`config.mk`:
```
export PLATFORM = sky130hd
export DESIGN_NAME = irq_gather
export DESIGN_NICKNAME = d
export VERILOG_FILES = /design/src/rtl/irq_gather.sv
export SDC_FILE = /design/constraint.sdc
export NUM_CORES = 1
export LEC_CHECK = 0
export CAP_MARGIN = 10
export CORE_ASPECT_RATIO = 0.7
export CORE_MARGIN = 2
export CORE_UTILIZATION = 42
export CTS_CLUSTER_SIZE = 14
export DETAILED_ROUTE_END_ITERATION = 10
export GPL_TIMING_DRIVEN = 0
export PLACE_DENSITY = 0.83
export SYNTH_ARGS = -nofsm -noshare
export SYNTH_HDL_FRONTEND = slang
export SYNTH_SLANG_ARGS = --single-unit
```
`constraint.sdc`:
```
create_clock -name clk -period 2.7 [get_ports clk]
set_input_delay 0.81 -clock clk [delete_from_list [all_inputs] [get_ports clk]]
set_output_delay 0.81 -clock clk [all_outputs]
set_load 0.01 [all_outputs]
```
`src/rtl/irq_gather.sv`:
```
module irq_gather #(
  parameter int PRESCALE = 250,
  parameter int IVL_W    = 8
) (
  input  logic        clk,
  input  logic        rst_n,
  input  logic [1:0]  reg_addr,
  input  logic        reg_wr,
  input  logic [31:0] reg_wdata,
  output logic [31:0] reg_rdata,
  input  logic        phy_irq,
  input  logic        dma_irq,
  input  logic [2:0]  gpio_in,
  input  logic        gpt_evt,
  input  logic        mberr_evt,
  input  logic        sberr_evt,
  input  logic        wake_irq,
  output logic        irq_o
);
  localparam int NSRC = 10;
  localparam int PS_W = (PRESCALE > 1) ? $clog2(PRESCALE) : 1;
  localparam logic [NSRC-1:0] STICKY = 10'b01_1111_1100;
  localparam logic [PS_W-1:0] PS_LAST = PS_W'(PRESCALE - 1);

  logic [2:0]       gpio_q;
  logic [NSRC-1:0]  sticky_q, en_q, status, set_v, clr_v;
  logic             gen_q, irq_q, raw, hold;
  logic [IVL_W-1:0] ivl_q, cnt_q;
  logic [PS_W-1:0]  pcnt_q;

  wire wr_stat = reg_wr && (reg_addr == 2'd0);
  wire wr_en   = reg_wr && (reg_addr == 2'd1);
  wire wr_cfg  = reg_wr && (reg_addr == 2'd2);
  wire sw_req  = wr_en && reg_wdata[16];
  wire hclr    = wr_cfg && reg_wdata[9];

  assign set_v  = {1'b0, sberr_evt, mberr_evt, gpt_evt, sw_req, gpio_in & ~gpio_q, 2'b00};
  assign clr_v  = wr_stat ? (reg_wdata[NSRC-1:0] & STICKY) : '0;
  assign status = (sticky_q & STICKY) | {wake_irq, 7'b0, dma_irq, phy_irq};
  assign raw    = (|(status & en_q)) & gen_q;
  assign hold   = (cnt_q != '0);
  assign irq_o  = irq_q;

  always_ff @(posedge clk) begin
    if (!rst_n) begin
      gpio_q   <= '0;
      sticky_q <= '0;
      en_q     <= '0;
      gen_q    <= 1'b0;
      ivl_q    <= '0;
    end else begin
      gpio_q   <= gpio_in;
      sticky_q <= ((sticky_q & ~clr_v) | set_v) & STICKY;
      if (wr_en) begin
        en_q  <= reg_wdata[NSRC-1:0];
        gen_q <= reg_wdata[31];
      end
      if (wr_cfg) ivl_q <= reg_wdata[IVL_W-1:0];
    end
  end

  always_ff @(posedge clk) begin
    if (!rst_n) begin
      cnt_q  <= '0;
      pcnt_q <= '0;
      irq_q  <= 1'b0;
    end else begin
      irq_q <= raw & ~hold;
      if (hclr) begin
        cnt_q  <= '0;
        pcnt_q <= '0;
      end else if (irq_q && !raw) begin
        cnt_q  <= ivl_q;
        pcnt_q <= '0;
      end else if (hold) begin
        if (pcnt_q == PS_LAST) begin
          pcnt_q <= '0;
          cnt_q  <= cnt_q - 1'b1;
        end else begin
          pcnt_q <= pcnt_q + 1'b1;
        end
      end
    end
  end

  always_comb begin
    case (reg_addr)
      2'd0:    reg_rdata = {22'b0, status};
      2'd1:    reg_rdata = {gen_q, 21'b0, en_q};
      2'd2:    reg_rdata = {23'b0, hold, 8'(ivl_q)};
      default: reg_rdata = '0;
    endcase
  end
endmodule

```
==> flow_summary.ini <==
[status]
run_status = finished clean

[setup_path]
crit_path_end_kind = output port
crit_path_max_fanout = 10
cp.arrival_ns = 1.84
reg2regPathDepth = 7
cp_top_family = buffers and inverters
slowest_delay_ns = 0.53
worstSetupPathType = input port to output port
slowest_stage = clkdlybuf4s50_1
path_cells = clkbuf_4 -> buf_12 -> and3b_1 -> clkdlybuf4s50_1
crit_buf_inv = 3
r2r_start = cnt_q[0]
rrSetupSlack_ns = 0.81
r2r-end = cnt_q[6]
startpoint_type = input port
crit_required_ns = 1.89

[grt]
grtUsageTotal = 0.193
grt_pass1_vias = 2042
grt_antenna_before_repair = 0
grt_pass1_wl_mm = 9.58
grt_max_degree = 16
grt-ovfl-total = 0

[clock_tree]
clk_pin_slew_ns = 0.09
h-tree-depth = 2
clk-insertion-delay-late_ns = 0.29
cts_buffer_depth = 2
cts_sinks = 46
cts-buffers-inserted = 5
cts_root_buf = clkbuf_8
cts_tree = built
hold_buffers = 0

[worst_hold_path]
holdPathEnd = en_q[6]
worstHoldStart = en_q[6]
hold_depth = 2
hold_class = register to register

[yosys]
synth-edff-count = 0
syn-cell-area_um2 = 2430
synth_cell_types = 40
synthArstFlopShare = 0
yosysSeqAreaShare = 0.378
ys.flop_type = dfxtp_1
syn_inst = 292
synth_area_per_cell_um2 = 8.33
ys_ff_latch = 46
yosysWarnings = 0

[place]
post-place-ws_ns = -1.07
place_congestion = 0.897
post-dp-hpwl_mm = 4.64
port_buffers = 36
placed_area_um2 = 2960
dp.cells = 423

[floorplanning]
pin_count = 79
core_um2 = 5670
die-height_um = 67.7
die-area_um2 = 6430
die_w_um = 95.0
core.rowCount = 23
start_util = 0.429

[route]
drt_iter0_markers = 165
vias_per_cell = 5.03
drc = 0
ant_nets = 0
wl_per_cell_um = 13.6
detail_route.first_pass.iterations = 5
routed_wl_mm = 5.91
vias = 2178

[pwr]
p_leak_nw = 1.25
pwr-share-seq = 0.524
p_per_area_nw_per_um2 = 444
comb_power_share = 0.152
clkPwrFrac = 0.323
internal_power_w = 0.00101
ir_drop_uv = 279
switching_share = 0.260
total_power_w = 0.00137
p_sw_w = 0.000356

[sta]
clock_skew_ns = 0.0123
fmax_mhz = 377
finalCriticalPeriod_ns = 2.65
maxSlewViolCount = 0
setup_slack_ns = 0.0481
hold_viol = 0
setup_viol = 0
finalCritPeriodShare = 0.982
rsz0062_at_grt = no
worst_pin_slew_ns = 1.02
relSlewSlack = 0.317

[finish]
drive_gt1_frac = 0.156
instances_no_fill = 433
layout_commonest_cell = nand2_1
nets = 407
syn2layout_area_growth_pct = 26.8
final_area_um2 = 3090
antennaDiodeCount = 0
layout_common_cells = 54 x nand2_1, 46 x dfxtp_1, 25 x clkdlybuf4s50_1, 23 x nor2_1, 23 x buf_4

[job]
maxCapViolations = 0
-- logic make-up after synthesis --
group / count (synthesis) / share of synthesized area
AND/OR/NAND/NOR: 125 / 0.251
AO/OA/AOI/OAI: 55 / 0.167
flip-flops: 46 / 0.378
buffers and inverters: 38 / 0.0936
XOR/XNOR: 13 / 0.0468
multiplexers: 10 / 0.0411
adder cells (fa/ha/maj): 4 / 0.0206
other: 1 / 0.00154
-- tightest hold or removal path: stages (launching register included) --
cell	delay (ns)
dfxtp_1	0.33
nand2_1	0.05
a21boi_0	0.06
-- registers in the layout, indices dropped and copies added (netlist names) --
signal,count
cnt_q,8
en_q,10
gen_q,1
gpio_q,3
irq_o,1
ivl_q,8
pcnt_q,8
sticky_q,7
-- synthesized netlist by cell type (4+ instances only) --
cell      count  area (µm²)
buf_2         4        20.0
ha_1          4        50.1
nor2b_1      12        75.1
a21oi_1       9        45.0
nor2_1       23        86.3
buf_4        21         158
o21ai_0       9        45.0
a211oi_1      7        52.6
inv_1         4        15.0
nand3_1      12        60.1
nand4_1       4        25.0
dfxtp_1      46         921
a21boi_0     19         143
nand2_1      54         203
mux2i_1      10         100
clkbuf_1      6        22.5
xor2_1       10        87.6
a22oi_1       6        45.0
-- layout make-up --
class / count / area [µm²]
buffer: 33 / 235
clock inverter: 1 / 5.00
timing repair buffer: 39 / 352
tap: 75 / 93.8
fill: 517 / 2580
clock buffer: 7 / 86.3
multi-input combinational: 228 / 1380
sequential: 46 / 921
inverter: 4 / 15.0
-- worst max-delay path by stage --
stage,start,endpoint,cells after the start
floorplan,reg_addr[0],reg_rdata[1],4
global placement,reg_addr[1],reg_rdata[5],7
detailed placement,reg_addr[1],reg_rdata[3],7
CTS,reg_addr[1],reg_rdata[7],7
global route,reg_addr[0],reg_rdata[31],4
finish,reg_addr[0],reg_rdata[31],4
-- power groups by stage --
stage	sequential (W)	combinational (W)	clock, W
6_report	0.000718	0.000209	0.000443
5_1_grt	0.000721	0.000229	0.000472
4_1_cts	0.000717	0.000206	0.000438
3_5_place_dp	0.000733	0.000202	0
3_3_place_gp	0.000732	0.000196	0
2_1_floorplan	0.000728	0.000122	0
-- per-stage QoR --
stage                      util  hold slack (ns)  setup TNS [ns]
after floorplan               -            0.447               0
after global placement    0.523            0.468           -9.95
final                     0.544            0.488               0
after detailed placement  0.523            0.478          -10.62
after global routing      0.544            0.513               0
after CTS                 0.546            0.487               0
-- repair_timing --
action                                  CTS  global route
gates resized for setup                  43             9
gates cloned                              0             0
buffers inserted                          3             0
endpoints found under the setup margin   11            10
-- routing by layer --
layer | part of all wire | vias to the layer above | global-route usage
met5 | 0 | - | 0
met4 | 0.0059 | 0 | 0.0417
met3 | 0.061 | 6 | 0.0502
met2 | 0.46 | 66 | 0.302
met1 | 0.47 | 1026 | 0.268
li1 | - | 1080 | -
No activity file was read; power rests on OpenSTA's default activity.
